File: src/rtl/npq_pkg.sv
package npq_pkg;

  // Credit value carried by one grant code. 2'b11 counts the same as 2'b10.
  function automatic logic [1:0] grant_value(input logic [1:0] code);
    logic [1:0] v;
    case (code)
      2'b00:   v = 2'd0;
      2'b01:   v = 2'd1;
      default: v = 2'd2;
    endcase
    return v;
  endfunction

  // Unclamped next count: current + grant - issue. Result is one bit wider than the counter.
  function automatic logic [7:0] credit_sum(input logic [6:0] cur,
                                            input logic [1:0] code,
                                            input logic       issue);
    logic [7:0] s;
    s = {1'b0, cur} + {6'd0, grant_value(code)} - {7'd0, issue};
    return s;
  endfunction

endpackage

File: src/rtl/npq_fifo.sv
module npq_fifo #(
  parameter int W     = 32,
  parameter int DEPTH = 8,
  localparam int AW   = (DEPTH > 1) ? $clog2(DEPTH) : 1,
  localparam int CW   = $clog2(DEPTH + 1)
) (
  input  logic          clk,
  input  logic          rst_n,
  input  logic          push,
  input  logic [W-1:0]  din,
  input  logic          pop,
  output logic [W-1:0]  dout,
  output logic [CW-1:0] count
);

  logic [W-1:0]  mem [DEPTH];
  logic [AW-1:0] rd_ptr, wr_ptr;

  function automatic logic [AW-1:0] ptr_inc(input logic [AW-1:0] p);
    return (p == AW'(DEPTH - 1)) ? '0 : p + 1'b1;
  endfunction

  always_ff @(posedge clk or negedge rst_n) begin
    if (!rst_n) begin
      rd_ptr <= '0;
      wr_ptr <= '0;
      count  <= '0;
    end else begin
      if (push) wr_ptr <= ptr_inc(wr_ptr);
      if (pop)  rd_ptr <= ptr_inc(rd_ptr);
      count <= count + CW'(push) - CW'(pop);
    end
  end

  always_ff @(posedge clk) begin
    if (push) mem[wr_ptr] <= din;
  end

  assign dout = mem[rd_ptr];


  posted_room_chk: assert property (@(posedge clk) disable iff (!rst_n)
    push |-> (count != CW'(DEPTH)));


  posted_pop_chk: assert property (@(posedge clk) disable iff (!rst_n)
    pop |-> (count != '0));

endmodule

File: src/rtl/npq_np_fifo.sv
module npq_np_fifo #(
  parameter int W     = 32,
  parameter int DEPTH = 8,
  parameter int AHW   = 4,
  localparam int AW   = (DEPTH > 1) ? $clog2(DEPTH) : 1,
  localparam int CW   = $clog2(DEPTH + 1)
) (
  input  logic           clk,
  input  logic           rst_n,
  input  logic           push,
  input  logic [W-1:0]   din,
  input  logic [AHW-1:0] stamp,
  input  logic           pop,
  input  logic           posted_left,
  output logic [W-1:0]   dout,
  output logic [AHW-1:0] head_ahead,
  output logic [CW-1:0]  count
);

  logic [W-1:0]   mem   [DEPTH];
  logic [AHW-1:0] ahead [DEPTH];
  logic [AW-1:0]  rd_ptr, wr_ptr;

  function automatic logic [AW-1:0] ptr_inc(input logic [AW-1:0] p);
    return (p == AW'(DEPTH - 1)) ? '0 : p + 1'b1;
  endfunction

  always_ff @(posedge clk or negedge rst_n) begin
    if (!rst_n) begin
      rd_ptr <= '0;
      wr_ptr <= '0;
      count  <= '0;
    end else begin
      if (push) wr_ptr <= ptr_inc(wr_ptr);
      if (pop)  rd_ptr <= ptr_inc(rd_ptr);
      count <= count + CW'(push) - CW'(pop);
    end
  end

  // Per-slot count of older posted requests still buffered
  for (genvar i = 0; i < DEPTH; i++) begin : g_slot
    always_ff @(posedge clk or negedge rst_n) begin
      if (!rst_n) begin
        ahead[i] <= '0;
      end else if (push && wr_ptr == AW'(i)) begin
        ahead[i] <= stamp;
      end else if (posted_left && ahead[i] != '0) begin
        ahead[i] <= ahead[i] - 1'b1;
      end
    end
  end

  always_ff @(posedge clk) begin
    if (push) mem[wr_ptr] <= din;
  end

  assign dout       = mem[rd_ptr];
  assign head_ahead = ahead[rd_ptr];


  np_room_chk: assert property (@(posedge clk) disable iff (!rst_n)
    push |-> (count != CW'(DEPTH)));


  np_pop_chk: assert property (@(posedge clk) disable iff (!rst_n)
    pop |-> (count != '0));

endmodule

File: src/rtl/npq_credit_ctr.sv
module npq_credit_ctr
  import npq_pkg::*;
#(
  parameter int CRED_MAX = 32,
  localparam int CW      = $clog2(CRED_MAX + 1)
) (
  input  logic          clk,
  input  logic          rst_n,
  input  logic [1:0]    grant,
  input  logic          issue,
  output logic [CW-1:0] count,
  output logic          ovf
);

  logic [7:0] sum;
  logic       over;

  assign sum  = credit_sum(7'(count), grant, issue);
  assign over = (sum > 8'(CRED_MAX));

  always_ff @(posedge clk or negedge rst_n) begin
    if (!rst_n) begin
      count <= '0;
      ovf   <= 1'b0;
    end else begin
      count <= over ? CW'(CRED_MAX) : CW'(sum);
      if (over) ovf <= 1'b1;
    end
  end


  cnt_range_chk: assert property (@(posedge clk) disable iff (!rst_n)
    count <= CW'(CRED_MAX));


  ovf_sticky_chk: assert property (@(posedge clk) disable iff (!rst_n)
    ovf |=> ovf);


  issue_drop_chk: assert property (@(posedge clk) disable iff (!rst_n)
    (issue && grant == 2'b00) |=> (count == $past(count) - 1'b1));

endmodule

File: src/rtl/npq_arbiter.sv
module npq_arbiter #(
  parameter int AHW = 4,
  parameter int CW  = 6
) (
  input  logic           clk,
  input  logic           rst_n,
  input  logic           p_avail,
  input  logic           n_avail,
  input  logic [AHW-1:0] n_ahead,
  input  logic [CW-1:0]  credits,
  input  logic           out_ready,
  output logic           out_valid,
  output logic           sel_np
);

  logic held_v, held_np;
  logic nat_np, nat_p;

  // Non-posted wins only when it is the oldest and a credit is available
  assign nat_np = n_avail && (credits != '0) && (n_ahead == '0);
  assign nat_p  = p_avail && !nat_np;

  assign out_valid = held_v || nat_np || nat_p;
  assign sel_np    = held_v ? held_np : nat_np;

  always_ff @(posedge clk or negedge rst_n) begin
    if (!rst_n) begin
      held_v  <= 1'b0;
      held_np <= 1'b0;
    end else begin
      held_v  <= out_valid && !out_ready;
      held_np <= sel_np;
    end
  end


  np_needs_credit_chk: assert property (@(posedge clk) disable iff (!rst_n)
    (out_valid && sel_np) |-> (credits != '0));


  hold_stable_chk: assert property (@(posedge clk) disable iff (!rst_n)
    (out_valid && !out_ready) |=> (out_valid && $stable(sel_np)));

endmodule

File: src/rtl/np_credit_queue.sv
module np_credit_queue
  import npq_pkg::*;
#(
  parameter int DATA_W   = 32,
  parameter int P_DEPTH  = 8,
  parameter int N_DEPTH  = 8,
  parameter int CRED_MAX = 32,
  localparam int PCW     = $clog2(P_DEPTH + 1),
  localparam int NCW     = $clog2(N_DEPTH + 1),
  localparam int CW      = $clog2(CRED_MAX + 1)
) (
  input  logic              clk,
  input  logic              rst_n,
  input  logic              in_valid,
  output logic              in_ready,
  input  logic              in_np,
  input  logic [DATA_W-1:0] in_data,
  output logic              out_valid,
  input  logic              out_ready,
  output logic              out_np,
  output logic [DATA_W-1:0] out_data,
  input  logic [1:0]        np_grant,
  output logic [CW-1:0]     credit_cnt,
  output logic              credit_ovf
);

  logic [PCW-1:0]    p_count;
  logic [NCW-1:0]    n_count;
  logic [DATA_W-1:0] p_head, n_head;
  logic [PCW-1:0]    n_ahead;
  logic              p_push, n_push, p_pop, n_pop, out_fire;
  logic [PCW-1:0]    stamp;

  assign in_ready = in_np ? (n_count != NCW'(N_DEPTH)) : (p_count != PCW'(P_DEPTH));
  assign p_push   = in_valid && in_ready && !in_np;
  assign n_push   = in_valid && in_ready && in_np;
  assign out_fire = out_valid && out_ready;
  assign n_pop    = out_fire && out_np;
  assign p_pop    = out_fire && !out_np;
  // Posted entries older than a new non-posted entry, after this cycle's departure
  assign stamp    = p_count - PCW'(p_pop);

  npq_fifo #(.W(DATA_W), .DEPTH(P_DEPTH)) i_pfifo (
    .clk(clk), .rst_n(rst_n), .push(p_push), .din(in_data),
    .pop(p_pop), .dout(p_head), .count(p_count));

  npq_np_fifo #(.W(DATA_W), .DEPTH(N_DEPTH), .AHW(PCW)) i_nfifo (
    .clk(clk), .rst_n(rst_n), .push(n_push), .din(in_data), .stamp(stamp),
    .pop(n_pop), .posted_left(p_pop), .dout(n_head), .head_ahead(n_ahead),
    .count(n_count));

  npq_credit_ctr #(.CRED_MAX(CRED_MAX)) i_cred (
    .clk(clk), .rst_n(rst_n), .grant(np_grant), .issue(n_pop),
    .count(credit_cnt), .ovf(credit_ovf));

  npq_arbiter #(.AHW(PCW), .CW(CW)) i_arb (
    .clk(clk), .rst_n(rst_n), .p_avail(p_count != '0), .n_avail(n_count != '0),
    .n_ahead(n_ahead), .credits(credit_cnt), .out_ready(out_ready),
    .out_valid(out_valid), .sel_np(out_np));

  assign out_data = out_np ? n_head : p_head;


  data_stable_chk: assert property (@(posedge clk) disable iff (!rst_n)
    (out_valid && !out_ready) |=> $stable(out_data));


  posted_bypass_chk: assert property (@(posedge clk) disable iff (!rst_n)
    (credit_cnt == '0 && p_count != '0) |-> (out_valid && !out_np));

endmodule

File: config.mk
export PLATFORM = sky130hd
export DESIGN_NAME = np_credit_queue
export DESIGN_NICKNAME = d
export VERILOG_FILES = /design/src/rtl/npq_pkg.sv /design/src/rtl/npq_fifo.sv /design/src/rtl/npq_np_fifo.sv /design/src/rtl/npq_credit_ctr.sv /design/src/rtl/npq_arbiter.sv /design/src/rtl/np_credit_queue.sv
export SDC_FILE = /design/constraint.sdc
export NUM_CORES = 1
export LEC_CHECK = 0
export ABC_CLOCK_PERIOD_IN_PS = 6000
export BUFFER_PORTS_ARGS = -buffer_cell sky130_fd_sc_hd__buf_4
export CORE_MARGIN = 2
export CORE_UTILIZATION = 40
export CTS_CLUSTER_SIZE = 8
export DETAILED_ROUTE_END_ITERATION = 7
export GPL_TIMING_DRIVEN = 0
export PLACE_DENSITY_LB_ADDON = 0.05
export SYNTH_ARGS = -nofsm -noshare
export SYNTH_HDL_FRONTEND = slang
export SYNTH_HIERARCHICAL = 1
export SYNTH_SLANG_ARGS = --single-unit
File: constraint.sdc
create_clock -name clk -period 6 [get_ports clk]
set_input_delay 1.2 -clock clk [delete_from_list [all_inputs] [get_ports clk]]
set_output_delay 1.2 -clock clk [all_outputs]
set_load 0.01 [all_outputs]
==> qor.yml <==
final_cells: 2307
syn_area_per_cell_sq_um: 18.4
rsz0062_at_grt: "false"
clock_latency_ps: 610
dp.cells: 2191
ys.flop_type: "edfxtp_1"
grt-ovfl-total: 0
place_hpwl_microns: 36800
synth_top_family_by_area: "multiplexers"
post-cts-setup-buffers: 0
drt-total-wl_microns: 57200
drt_iter0_markers: 869
drv_slew: 0
final_cell_mix: "edfxtp_1 (512), mux4_2 (136), nand2_1 (129), clkbuf_16 (83), buf_4 (82)"
r2r-start: "i_nfifo/rd_ptr[1]"
tightest_slew_ps: 1140
routedWlPerCell_microns: 24.8
crit_fanout: 10
worstHoldStart: "i_cred/ovf"
via_per_inst: 5.39
clock-sinks: 573
grt_max_degree: 62
cts_tree: "yes"
ys_seq_area_share_pct: 70.4
rrSetupSlack_ps: 520
antenna_found_initial: 2
yosys.area_share.simple_pct: 5.35
drive_gt1_share_pct: 30.6
synth_nets: 1390
path_class: "reg -> reg"
die_w_microns: 249
tns_ps: 0
synth_xor_area_share_pct: 0.401
n_antenna_cell: 0
critPathRequiredTime_ps: 6470
fin_crit_ps: 5480
die_area_sq_um: 62000
port_buffers: 80
cts.clk_slew.worst_paths_ps: 50
ioPinCount: 81
synth-compound-area-share_pct: 2.14
synth.distinct_cells: 50
pre_cts_ws_ps: -160
p_per_area_nw_per_um2: 503
p_leak_nw: 9.87
synthArstFlopShare_pct: 10.6
cts_buffers: 81
nFillCells: 4985
synth_edf_count: 512
core_area_sq_um: 59200
hold_ws_ps: 478
start_kind: "flop"
yosysWarnings: 6
syn2layout_area_growth_pct: 18.4
die-height_microns: 249
grt_pass1_vias: 13100
status: "finished clean"
hold_path_class: "reg -> reg"
clockRootBuffer: "clkbuf_16"
ys_ff_latch: 573
fmax_mhz: 183
firstDrtPassIters: 7
drcViolationCount: 0
fin_ws_ps: 522
holdPathEnd: "i_cred/ovf"
start_util_pct: 40.6
cap_viol_max_count: 0
grt_usage_pct: 19.0
postSynthCellCount: 1308
grt_pass1_wl_microns: 86300
timing.slew.headroom_pct: 24.2
fin_worst_skew_ps: 19.6
cts.path.max_buffers: 3
cp.arrival_ps: 5940
ant_nets: 0
vias: 12400
r2r_end: "i_cred/count[2]"
hold_viol: 0
hold_depth: 1
final_common_cell: "edfxtp_1"
synthesis.area_sq_um: 24000
synth_fa_ha_area_share_pct: 2.33
reg2reg_depth: 20
nNetsFinal: 1584
placementRows: 89
htreeDepth: 3
synthMuxAreaShare_pct: 17.1
endpoint_kind: "flop"
worst_ir_drop_vdd_v: 0.000225
fin_crit_sh_pct: 91.3
setup_viol: 0
place_congestion: 0.787
==> synthesized netlist by cell type, drive strengths merged, types with 6 or more instances <==
library cell / instances / area [sq um]
nor3: 9 / 45.0
buf: 34 / 288
mux4: 136 / 3060
a31oi: 12 / 75.1
ha: 40 / 500
o21ai: 26 / 138
nand3: 10 / 50.1
nand2: 130 / 490
o22ai: 6 / 37.5
clkbuf: 22 / 82.6
xnor2: 7 / 61.3
a21oi: 36 / 188
nor4b: 10 / 87.6
or3b: 6 / 52.6
edfxtp: 512 / 15400
mux2i: 9 / 90.1
nand3b: 6 / 45.0
mux2: 75 / 950
nor3b: 13 / 97.6
nor2: 57 / 214
inv: 52 / 195
and4b: 7 / 70.1
dfrtp: 61 / 1530
or3: 6 / 37.5
==> sequential cells by signal, indices dropped and copies added, names as in the netlist <==
name            flops
i_pfifo/count       4
i_nfifo/wr_ptr      3
i_pfifo/rd_ptr      3
i_nfifo/rd_ptr      3
i_arb/held_np       1
i_arb/held_v        1
i_cred/ovf          1
i_nfifo/count       4
i_pfifo/mem       256
i_cred/count        6
i_nfifo/ahead      32
i_nfifo/mem       256
i_pfifo/wr_ptr      3
==> how the worst max path moves through the flow <==
stage	startpoint	slack, ps	endpoint	cells past startpoint
6_report	i_nfifo/rd_ptr[1]	520	i_cred/count[2]	20
5_1_grt	i_nfifo/rd_ptr[1]	130	i_cred/count[2]	21
4_1_cts	i_nfifo/rd_ptr[1]	130	i_cred/count[2]	20
3_5_place_dp	i_nfifo/rd_ptr[1]	-160	i_cred/count[2]	20
3_3_place_gp	in_np	-2580	i_nfifo/mem[0][19]	7
2_1_floorplan	i_nfifo/rd_ptr[0]	1330	i_cred/ovf	20
==> cell families after synthesis <==
group                      count (synthesis)
adders and majority gates                 43
and+or+nand+nor                          267
buffers and inverters                    108
muxes                                    220
xor gates and xnor gates                  11
AOI/OAI and AO/OA                         86
DFF                                      573
==> where the power goes <==
part           leakage (nW)  total, mW  switching (mW)  internal, mW
Clock                  1.09       4.11            1.61          2.50
Sequential             5.36       5.13           0.296          4.83
Combinational          3.42       5.08            2.63          2.45
==> layer usage <==
layer,vias up,track usage (%),wire (microns)
met2,268,31.4,28300
li1,5525,-,-
met1,6542,26.0,25400
met4,2,5.16,1190
met5,-,0,13
met3,89,3.36,2330
==> final cells by class <==
type | instances | area [sq um] | share of cell area [%]
sequential | 573 | 16900 | 59.4
multi-input combinational | 627 | 6670 | 23.5
clock buffer | 110 | 2180 | 7.66
timing repair buffer | 111 | 1060 | 3.74
tap | 773 | 967 | 3.40
buffer | 56 | 382 | 1.34
inverter | 52 | 195 | 0.686
clock inverter | 5 | 76.3 | 0.268
==> stage by stage <==
stage	util, %	area, sq um	power [mW]
after detailed placement	44.1	26200	10.4
after CTS	48.0	28400	14.5
after floorplan	-	24000	8.54
after global placement	43.2	25600	10.2
final	48.0	28400	14.3
after global routing	48.0	28400	15.1
==> worst max-delay path, cell delays in order, from the launching register on <==
cell      delay (ps)
dfrtp_1          340
buf_2            350
buf_2            410
mux4_2           360
mux2_2           280
nor3_2           290
o311ai_4         180
o21ai_2          200
buf_6            210
buf_8            190
and3_1           440
ha_1             310
inv_1             60
ha_1             160
inv_1             50
fa_1             390
nand2b_1         180
a21oi_1          180
mux2_1           350
o21ai_2          290
nor3_1           100
==> timing repair <==
item / CTS / global route
cloned: 0 / 0
resized for setup: 4 / 5
endpoints found under the setup margin: 7 / 7
hold buffers: 0 / 0
Power figures use the tool's default switching activity.
